File: config.mk
export PLATFORM = sky130hd
export DESIGN_NAME = pmc_move_check
export DESIGN_NICKNAME = d
export VERILOG_FILES = /design/src/rtl/pmc_pkg.sv /design/src/rtl/pmc_reg_decode.sv /design/src/rtl/pmc_alias_check.sv /design/src/rtl/pmc_width_adapt.sv /design/src/rtl/pmc_move_check.sv
export SDC_FILE = /design/constraint.sdc
export NUM_CORES = 1
export LEC_CHECK = 0
export ABC_AREA = 1
export ABC_CLOCK_PERIOD_IN_PS = 980
export CAP_MARGIN = 10
export CORE_ASPECT_RATIO = 0.75
export CORE_MARGIN = 2
export CORE_UTILIZATION = 36
export DETAILED_ROUTE_END_ITERATION = 7
export PLACE_DENSITY = 0.78
export SYNTH_ARGS = -nofsm -noshare
export SYNTH_HDL_FRONTEND = slang
export SYNTH_SLANG_ARGS = --single-unit
File: constraint.sdc
create_clock -name clk -period 0.98 [get_ports clk]
set_clock_uncertainty 0.15 [all_clocks]
set_input_delay 0.098 -clock clk [delete_from_list [all_inputs] [get_ports clk]]
set_output_delay 0.098 -clock clk [all_outputs]
set_load 0.03 [all_outputs]
File: src/rtl/pmc_pkg.sv
package pmc_pkg;

  localparam int CODE_W = 4;

  typedef enum logic [CODE_W-1:0] {
    RC_R16_0 = 4'd0,
    RC_R16_1 = 4'd1,
    RC_R24_0 = 4'd2,
    RC_R24_1 = 4'd3,
    RC_A0    = 4'd4,
    RC_A1    = 4'd5,
    RC_A2    = 4'd6,
    RC_AW    = 4'd7,
    RC_B0    = 4'd8,
    RC_B1    = 4'd9,
    RC_B2    = 4'd10,
    RC_BW    = 4'd11,
    RC_R24_2 = 4'd12,
    RC_R24_3 = 4'd13,
    RC_R16_2 = 4'd14,
    RC_MEM   = 4'd15
  } reg_code_e;

  typedef enum logic [1:0] {
    WC_EXT  = 2'd0,
    WC_NAR  = 2'd1,
    WC_WORD = 2'd2,
    WC_ACC  = 2'd3
  } wclass_e;

  typedef struct packed {
    logic    is_acc;
    logic    acc_sel;
    logic    is_mem;
    wclass_e wclass;
  } reg_info_t;

endpackage

File: src/rtl/pmc_reg_decode.sv
module pmc_reg_decode
  import pmc_pkg::*;
(
  input  logic [CODE_W-1:0] code_i,
  output reg_info_t         info_o
);

  always_comb begin
    info_o.is_acc  = 1'b0;
    info_o.acc_sel = 1'b0;
    info_o.is_mem  = 1'b0;
    info_o.wclass  = WC_WORD;
    unique case (reg_code_e'(code_i))
      RC_R16_0, RC_R16_1, RC_R16_2: info_o.wclass = WC_NAR;
      RC_R24_0, RC_R24_1, RC_R24_2, RC_R24_3: info_o.wclass = WC_WORD;
      RC_A0, RC_A1: begin
        info_o.is_acc = 1'b1;
        info_o.wclass = WC_WORD;
      end
      RC_A2: begin
        info_o.is_acc = 1'b1;
        info_o.wclass = WC_EXT;
      end
      RC_AW: begin
        info_o.is_acc = 1'b1;
        info_o.wclass = WC_ACC;
      end
      RC_B0, RC_B1: begin
        info_o.is_acc  = 1'b1;
        info_o.acc_sel = 1'b1;
        info_o.wclass  = WC_WORD;
      end
      RC_B2: begin
        info_o.is_acc  = 1'b1;
        info_o.acc_sel = 1'b1;
        info_o.wclass  = WC_EXT;
      end
      RC_BW: begin
        info_o.is_acc  = 1'b1;
        info_o.acc_sel = 1'b1;
        info_o.wclass  = WC_ACC;
      end
      default: begin
        info_o.is_mem = 1'b1;
        info_o.wclass = WC_WORD;
      end
    endcase
  end

endmodule

File: src/rtl/pmc_alias_check.sv
module pmc_alias_check
  import pmc_pkg::*;
#(
  parameter int NUM_ACC = 2
) (
  input  logic      valid_i,
  input  reg_info_t alu_i,
  input  reg_info_t dst_i,
  output logic      conflict_o
);

  logic [NUM_ACC-1:0] hit;

  generate
    for (genvar k = 0; k < NUM_ACC; k++) begin : g_acc
      logic alu_on_k;
      logic dst_on_k;
      assign alu_on_k = alu_i.is_acc && (int'(alu_i.acc_sel) == k);
      assign dst_on_k = dst_i.is_acc && (int'(dst_i.acc_sel) == k);
      assign hit[k]   = alu_on_k && dst_on_k;
    end
  endgenerate

  assign conflict_o = valid_i && (|hit);

endmodule

File: src/rtl/pmc_width_adapt.sv
module pmc_width_adapt
  import pmc_pkg::*;
#(
  parameter int DATA_W   = 24,
  parameter int NARROW_W = 16,
  parameter int EXT_W    = 8,
  localparam int ACC_W   = EXT_W + 2 * DATA_W
) (
  input  wclass_e           src_wc_i,
  input  wclass_e           dst_wc_i,
  input  logic [DATA_W-1:0] data_i,
  output logic [ACC_W-1:0]  data_o
);

  logic [DATA_W-1:0] src_val;

  always_comb begin
    src_val = '0;
    unique case (src_wc_i)
      WC_NAR:  src_val[NARROW_W-1:0] = data_i[NARROW_W-1:0];
      WC_EXT:  src_val[EXT_W-1:0]    = data_i[EXT_W-1:0];
      default: src_val               = data_i;
    endcase
  end

  always_comb begin
    data_o = '0;
    unique case (dst_wc_i)
      WC_NAR:  data_o[NARROW_W-1:0] = src_val[NARROW_W-1:0];
      WC_EXT:  data_o[EXT_W-1:0]    = src_val[EXT_W-1:0];
      WC_ACC:  data_o = {{EXT_W{src_val[DATA_W-1]}}, src_val, {DATA_W{1'b0}}};
      default: data_o[DATA_W-1:0]   = src_val;
    endcase
  end

endmodule

File: src/rtl/pmc_move_check.sv
module pmc_move_check
  import pmc_pkg::*;
#(
  parameter int DATA_W   = 24,
  parameter int NARROW_W = 16,
  parameter int EXT_W    = 8,
  parameter int NUM_ACC  = 2,
  localparam int ACC_W   = EXT_W + 2 * DATA_W
) (
  input  logic              clk,
  input  logic              rst,
  input  logic [3:0]        alu_dst_i,
  input  logic [3:0]        mv_src_i,
  input  logic [3:0]        mv_dst_i,
  input  logic              mv_valid_i,
  input  logic [DATA_W-1:0] mv_data_i,
  output logic              illegal_o,
  output logic              wr_en_o,
  output logic [3:0]        wr_dst_o,
  output logic [ACC_W-1:0]  wr_data_o
);

  localparam int N_DEC = 3;
  localparam int I_ALU = 0;
  localparam int I_SRC = 1;
  localparam int I_DST = 2;

  logic [N_DEC-1:0][CODE_W-1:0] codes;
  reg_info_t                    info [N_DEC];
  logic                         conflict;
  logic [ACC_W-1:0]             adapted;
  logic                         wen_d;

  assign codes[I_ALU] = alu_dst_i;
  assign codes[I_SRC] = mv_src_i;
  assign codes[I_DST] = mv_dst_i;

  generate
    for (genvar i = 0; i < N_DEC; i++) begin : g_dec
      pmc_reg_decode u_dec (
        .code_i (codes[i]),
        .info_o (info[i])
      );
    end
  endgenerate

  pmc_alias_check #(.NUM_ACC(NUM_ACC)) u_alias (
    .valid_i    (mv_valid_i),
    .alu_i      (info[I_ALU]),
    .dst_i      (info[I_DST]),
    .conflict_o (conflict)
  );

  pmc_width_adapt #(
    .DATA_W   (DATA_W),
    .NARROW_W (NARROW_W),
    .EXT_W    (EXT_W)
  ) u_adapt (
    .src_wc_i (info[I_SRC].wclass),
    .dst_wc_i (info[I_DST].wclass),
    .data_i   (mv_data_i),
    .data_o   (adapted)
  );

  assign illegal_o = conflict;
  assign wen_d     = mv_valid_i && !conflict && !info[I_DST].is_mem;

  always_ff @(posedge clk) begin
    if (rst) begin
      wr_en_o   <= 1'b0;
      wr_dst_o  <= '0;
      wr_data_o <= '0;
    end else begin
      wr_en_o   <= wen_d;
      wr_dst_o  <= mv_dst_i;
      wr_data_o <= adapted;
    end
  end

  // both writes on accumulator A (codes 4..7) must conflict
  p_same_acc_a_r1: assert property (@(posedge clk) disable iff (rst)
    (mv_valid_i && alu_dst_i[3:2] == 2'b01 && mv_dst_i[3:2] == 2'b01) |-> illegal_o);

  // both writes on accumulator B (codes 8..11) must conflict
  p_same_acc_b_r1: assert property (@(posedge clk) disable iff (rst)
    (mv_valid_i && alu_dst_i[3:2] == 2'b10 && mv_dst_i[3:2] == 2'b10) |-> illegal_o);

  // no move, no conflict
  p_no_move_r2: assert property (@(posedge clk) disable iff (rst)
    !mv_valid_i |-> !illegal_o);

  // an illegal instruction never reaches the write port
  p_illegal_blocks_r4: assert property (@(posedge clk) disable iff (rst)
    illegal_o |=> !wr_en_o);

  // a memory store never writes a register
  p_store_no_write_r4: assert property (@(posedge clk) disable iff (rst)
    (mv_dst_i == 4'd15) |=> !wr_en_o);

  // 16-bit destination carries nothing above bit 15
  p_narrow_dst_r5: assert property (@(posedge clk) disable iff (rst)
    (wr_en_o && (wr_dst_o == 4'd0 || wr_dst_o == 4'd1 || wr_dst_o == 4'd14))
      |-> (wr_data_o[ACC_W-1:NARROW_W] == '0));

  // extension slice carries nothing above bit 7
  p_ext_dst_r7: assert property (@(posedge clk) disable iff (rst)
    (wr_en_o && (wr_dst_o == 4'd6 || wr_dst_o == 4'd10))
      |-> (wr_data_o[ACC_W-1:EXT_W] == '0));

  // whole accumulator write clears the low slice and sign-extends the top
  p_acc_fill_r8: assert property (@(posedge clk) disable iff (rst)
    (wr_en_o && (wr_dst_o == 4'd7 || wr_dst_o == 4'd11))
      |-> (wr_data_o[DATA_W-1:0] == '0 &&
           wr_data_o[ACC_W-1:2*DATA_W] == {EXT_W{wr_data_o[2*DATA_W-1]}}));

endmodule

==> results of run 1 <==
cell families (layout without fill, tap and decap cells):
group | Yosys count | in the layout | share of synthesized area (%)
AND/OR/NAND/NOR | 96 | 96 | 26.8
buffers and inverters | 26 | 141 | 9.34
AO/OA/AOI/OAI | 1 | 1 | 0.449
flip-flops | 53 | 53 | 63.4
area by class of cell:
class | instances | area [µm²] | area share (%)
multi-input combinational | 97 | 544 | 17.5
sequential | 53 | 1130 | 36.3
timing repair buffer | 117 | 1190 | 38.4
inverter | 16 | 76.3 | 2.45
tap | 57 | 71.3 | 2.29
clock buffer | 6 | 82.6 | 2.65
clock inverter | 2 | 13.8 | 0.442
registers in the layout, indices dropped and copies added, names as in the netlist:
| name | cells |
|---|---|
| wr_data_o | 48 |
| wr_dst_o | 4 |
| wr_en_o | 1 |
cell usage in the layout (no fill, tap or decap), types with 2 or more instances in the layout:
| cell type | Yosys | final |
|---|---|---|
| nand3_1 | 4 | 3 |
| dlygate4sd2_1 | 0 | 7 |
| nor2_1 | 44 | 42 |
| clkbuf_8 | 0 | 6 |
| nor2_2 | 13 | 13 |
| dfxtp_2 | 0 | 52 |
| buf_12 | 0 | 3 |
| nand2_1 | 27 | 14 |
| inv_2 | 3 | 3 |
| buf_6 | 2 | 57 |
| nand2_4 | 2 | 6 |
| inv_1 | 12 | 11 |
| buf_4 | 8 | 22 |
| clkdlybuf4s50_1 | 0 | 24 |
| nand2_2 | 2 | 11 |
| nand3_4 | 2 | 2 |
| nor2_4 | 0 | 2 |
| buf_2 | 0 | 2 |
per-layer routing:
metal	vias up	global-route usage (%)	part of all wire, %
met2	62	29.0	53
met5	-	0	0
met1	667	15.6	36
li1	746	-	-
met3	7	6.59	10
met4	0	5.74	1.4
stage by stage:
stage	TNS [ns]	setup WS, ns	instances	hold slack, ns	cell area [µm²]
floorplan	-0.0286	-0.0286	176	0.0199	1680
global route	-4.56	-0.186	348	0.0162	3110
CTS	-2.87	-0.144	346	-0.00997	3080
detailed placement	-25.70	-0.567	334	0.377	2610
global placement	-23.93	-0.492	334	0.376	2610
finish	-2.10	-0.128	348	0.0122	3110
power breakdown:
group	switching (mW)	internal (mW)
Combinational	0.423	0.403
Sequential	0.0370	2.25
Clock	0.691	0.574
worst paths after layout:
path / start / cells after the start / endpoint
setup / recovery: wr_data_o[47] / 1 / wr_data_o[52]
hold / removal: mv_dst_i[2] / 4 / wr_en_o
repair_timing:
action                                 4_1_cts  5_1_grt
pin swaps                                   12        6
gates resized for setup                    150       10
endpoints found under the hold margin        1        0
setup buffers                                5        3
setup endpoints to repair                  110       71
==> summary.txt, run 1 <==
Outcome
  – Outcome: finished with violations
  – Violated checks: negative setup slack

Synth
  – Number of synthesized flops with an enable pin: 0
  – Synth warn: 0
  – Synth cell count leaders: dfxtp_1, nor2_1, nand2_1
  – Seq/Total Area, Yosys: 63.4%
  – Top cell type by total area after synthesis: dfxtp_1
  – Yosys top cell area share: 63.4%
  – Count leader, synth: dfxtp_1
  – Synth Flop Type: dfxtp_1
  – Cell variety after synth: 16
  – Syn_nets: 215
  – Ys async rst share: 0%
  – Post-Syn Area: 1670 µm²
  – Flops & latches, synth: 53
  – Ranking of synthesized cells by area: dfxtp_1, nor2_1, nand2_1
  – Post-Syn Area per Cell: 9.51 µm²
  – Mapped Cells: 176

Critical path
  – Setup CP Type: reg -> out
  – Required time of the critical path: 0.73 ns
  – Bufs and invs on worst path: 1
  – Critical path capture point type: primary output
  – Delay of the slowest critical-path stage: 0.40 ns
  – Max FO, Critical Path: 9
  – Cell breakdown of the critical path: buf_4
  – Slowest CP cell: dfxtp_4
  – Startpoint Class: register
  – Worst Path Arrival: 0.86 ns
  – CP top delay family: flip-flops

Job
  – Number of max-cap violations: 0

Place
  – DP Wirelength: 2880 µm
  – Placer Congestion: 0.804
  – PortBufs: 98

Drt
  – DRC viols: 0
  – Via Count: 1482
  – Routed WL: 3970 µm
  – Wire per inst: 11.4 µm
  – DR vias/cell: 4.26
  – Initial DRC Count: 10
  – Antenna-violating nets left: 0
  – Drt pass-1 iters: 2

CTS
  – Clock sinks: 53
  – CTS tree: yes
  – CTS Buf Count: 5
  – Root buffer cell: clkbuf_8
  – Clk slew on worst S/H paths: 0.09 ns
  – H-tree levels: 2
  – Clk buf depth: 2

Floorplanning
  – I/O pin count: 101
  – Row count: 21
  – Initial Utilization: 37.5%
  – DIE AREA: 5220 µm²
  – Die H: 63.1 µm
  – Core area: 4470 µm²
  – DIE WIDTH: 82.7 µm

Power and ir drop
  – Peak supply drop: 0.885 mV
  – Pwr Density: 1410 nW/µm²
  – Static Leakage: 1.47 nW
  – Final Total Pwr: 4.37 mW

Global route
  – Vias in the first global route: 1509
  – GRT Overall Usage: 15.8%
  – Largest net degree at the start of global routing: 17
  – Initial antenna violation count: 0
  – First-pass GRT wire length: 6350 µm
  – Grt total ovfl: 0

Final layout
  – Proportion of layout cells with a drive suffix above 1: 64.6%
  – Nets: 329
  – Filler Cell Count: 348
  – Number of diodes: 0
  – Layout Area Growth over Synthesis: 85.9%
  – Final core utilization: 69.7%

Timing
  – Worst relative slew slack: 87.6%
  – Final Slew Violations: 0
  – Fmax: 0.903 GHz
  – Worst Setup Slack, final: -0.128 ns
  – Min Tclk post-route: 1.11 ns
  – Final period utilization: 113%
  – Unrepaired setup endpoints after global routing: yes
  – Final setup vio count: 62
  – Final hold vios: 0
  – Worst-Margin Slew: 0.186 ns

Hold path
  – Hold crit path type: in -> reg
Note: power is estimated with default switching activity, not from simulation.
==> inputs of run 2 (changes only) <==
==> constraint.sdc (replaced) <==
create_clock -name clk -period 0.98 [get_ports clk]
set_clock_uncertainty 0.15 [all_clocks]
set_input_delay 0.245 -clock clk [delete_from_list [all_inputs] [get_ports clk]]
set_output_delay 0.245 -clock clk [all_outputs]
set_load 0.03 [all_outputs]
==> summary.txt, run 2 (same netlist as run 1, synthesis figures left out) <==
Global route
  – First-pass GRT wire length: 7310 µm
  – Vias in the first global route: 1589
  – Initial antenna violation count: 0
  – GRT Overall Usage: 18.7%
  – Largest net degree at the start of global routing: 19
  – Grt total ovfl: 0

Drt
  – Routed WL: 4870 µm
  – Via Count: 1526
  – Antenna-violating nets left: 0
  – DRC viols: 0
  – Initial DRC Count: 28
  – DR vias/cell: 4.34
  – Drt pass-1 iters: 4
  – Wire per inst: 13.8 µm

CTS
  – CTS Buf Count: 5
  – Clk slew on worst S/H paths: 0.10 ns
  – CTS tree: yes
  – Clk buf depth: 2
  – H-tree levels: 2
  – CTS Hold Buffers Added: 0
  – Root buffer cell: clkbuf_8
  – Clock sinks: 53

Timing
  – Unrepaired setup endpoints after global routing: yes
  – Worst-Margin Slew: 0.216 ns
  – Worst Setup Slack, final: -0.301 ns
  – Min Tclk post-route: 1.28 ns
  – Final setup vio count: 102
  – Final period utilization: 131%
  – Final Slew Violations: 0
  – Fin Hold WS: 0.139 ns
  – Sum Neg Setup Slack: -14.69 ns
  – Final hold vios: 0
  – Fmax: 0.780 GHz
  – Worst relative slew slack: 85.5%

Critical path
  – Critical path capture point type: primary output
  – Startpoint Class: input port
  – Required time of the critical path: 0.58 ns
  – Setup CP Type: in -> out
  – Worst Path Arrival: 0.89 ns
  – Max FO, Critical Path: 2

Hold path
  – Hold crit path type: in -> reg
  – Min-delay src: mv_dst_i[3]
  – Worst hold endpoint: wr_dst_o[3]
  – Hold Path Cell Cnt: 4

Outcome
  – Outcome: finished with violations
  – Violated checks: negative setup slack

Place
  – DP Wirelength: 3130 µm
  – PortBufs: 98
  – Placer Congestion: 0.791

Final layout
  – Proportion of layout cells with a drive suffix above 1: 75.9%
  – Max reg flops: 48
  – Most frequent cells in the layout: buf_6, dfxtp_2, clkdlybuf4s50_1
  – Number of diodes: 0
  – Layout Area Growth over Synthesis: 107%
  – Largest regs: wr_data_o (48), wr_dst_o (4), wr_en_o (1)
  – Reg with most FFs: wr_data_o
  – Nets: 333
  – Commonest non-fill, non-tap cell in the layout: buf_6

Floorplanning
  – I/O pin count: 101
  – DIE AREA: 5220 µm²
  – Initial Utilization: 37.5%
  – Core area: 4470 µm²
  – Die H: 63.1 µm
  – Row count: 21
  – DIE WIDTH: 82.7 µm

Power and ir drop
  – Static Leakage: 1.57 nW
  – Pwr Density: 1310 nW/µm²
  – Peak supply drop: 0.953 mV

Job
  – Number of max-cap violations: 0
[run 2: cell types whose count changed in the layout (fill, tap and decap cells not counted), moves of 2 or more]
| cell | previous run | this run |
|---|---|---|
| nor2_4 | 2 | 23 |
| nand2_2 | 11 | 6 |
| buf_12 | 3 | 6 |
| nor2_1 | 42 | 20 |
| inv_2 | 3 | 1 |
| nand2_1 | 14 | 7 |
| buf_6 | 57 | 60 |
| nand2_4 | 6 | 17 |
| dlygate4sd2_1 | 7 | 4 |
[run 2: power by group]
group	total [mW]	internal (mW)	switching, mW
clock	1.27	0.523	0.749
sequential	2.29	2.25	0.0390
combinational	0.984	0.465	0.519
[run 2: layout make-up]
class | instances | area (µm²)
clock inverters | 3 | 25.0
repair buffers | 121 | 1280
inverters | 16 | 86.3
well taps | 57 | 71.3
clock buffers | 5 | 68.8
multi-input cells | 97 | 805
flip-flops and latches | 53 | 1130
fillers | 307 | 996
[run 2: what timing repair did]
| action | in CTS | in global routing |
|---|---|---|
| pin swaps | 24 | 22 |
| resized for setup | 176 | 60 |
| buffers inserted | 11 | 4 |
| cloned | 1 | 0 |
| setup endpoints to repair | 111 | 111 |
| hold endpoints to repair | 0 | 0 |
[run 2: metal layers]
| layer | up-vias | part of all wire, % | GRT usage, % |
|---|---|---|---|
| li1 | 753 | - | - |
| met1 | 699 | 37 | 20.3 |
| met2 | 70 | 53 | 33.5 |
| met3 | 4 | 9.1 | 7.59 |
| met4 | 0 | 0.80 | 4.10 |
| met5 | - | 0 | 0 |
[run 2: metrics by stage]
| stage | utilization [%] | cells | power [mW] | area [µm²] | worst slack (ns) |
|---|---|---|---|---|---|
| floorplan | - | 176 | 2.68 | 1750 | -0.155 |
| global placement | 59.6 | 333 | 3.04 | 2660 | -0.751 |
| detailed placement | 59.6 | 333 | 3.05 | 2660 | -0.805 |
| CTS | 73.5 | 352 | 4.47 | 3280 | -0.295 |
| global route | 77.7 | 352 | 4.72 | 3470 | -0.342 |
| finish | 77.7 | 352 | 4.54 | 3470 | -0.301 |
[run 2: worst max-delay path by stage]
stage          depth (start not counted)            end           from  slack, ns
6_report                               5      illegal_o   alu_dst_i[3]      -0.30
5_1_grt                                5      illegal_o   alu_dst_i[3]      -0.34
4_1_cts                                1  wr_data_o[55]  wr_data_o[47]      -0.30
3_5_place_dp                           5      illegal_o    mv_dst_i[3]      -0.81
3_3_place_gp                           5      illegal_o    mv_dst_i[3]      -0.75
2_1_floorplan                          3      illegal_o   alu_dst_i[3]      -0.16
[run 2: critical path: stages]
cell,delay [ns]
buf_6,0.09
inv_4,0.06
nand4_1,0.16
a21boi_4,0.19
buf_6,0.14
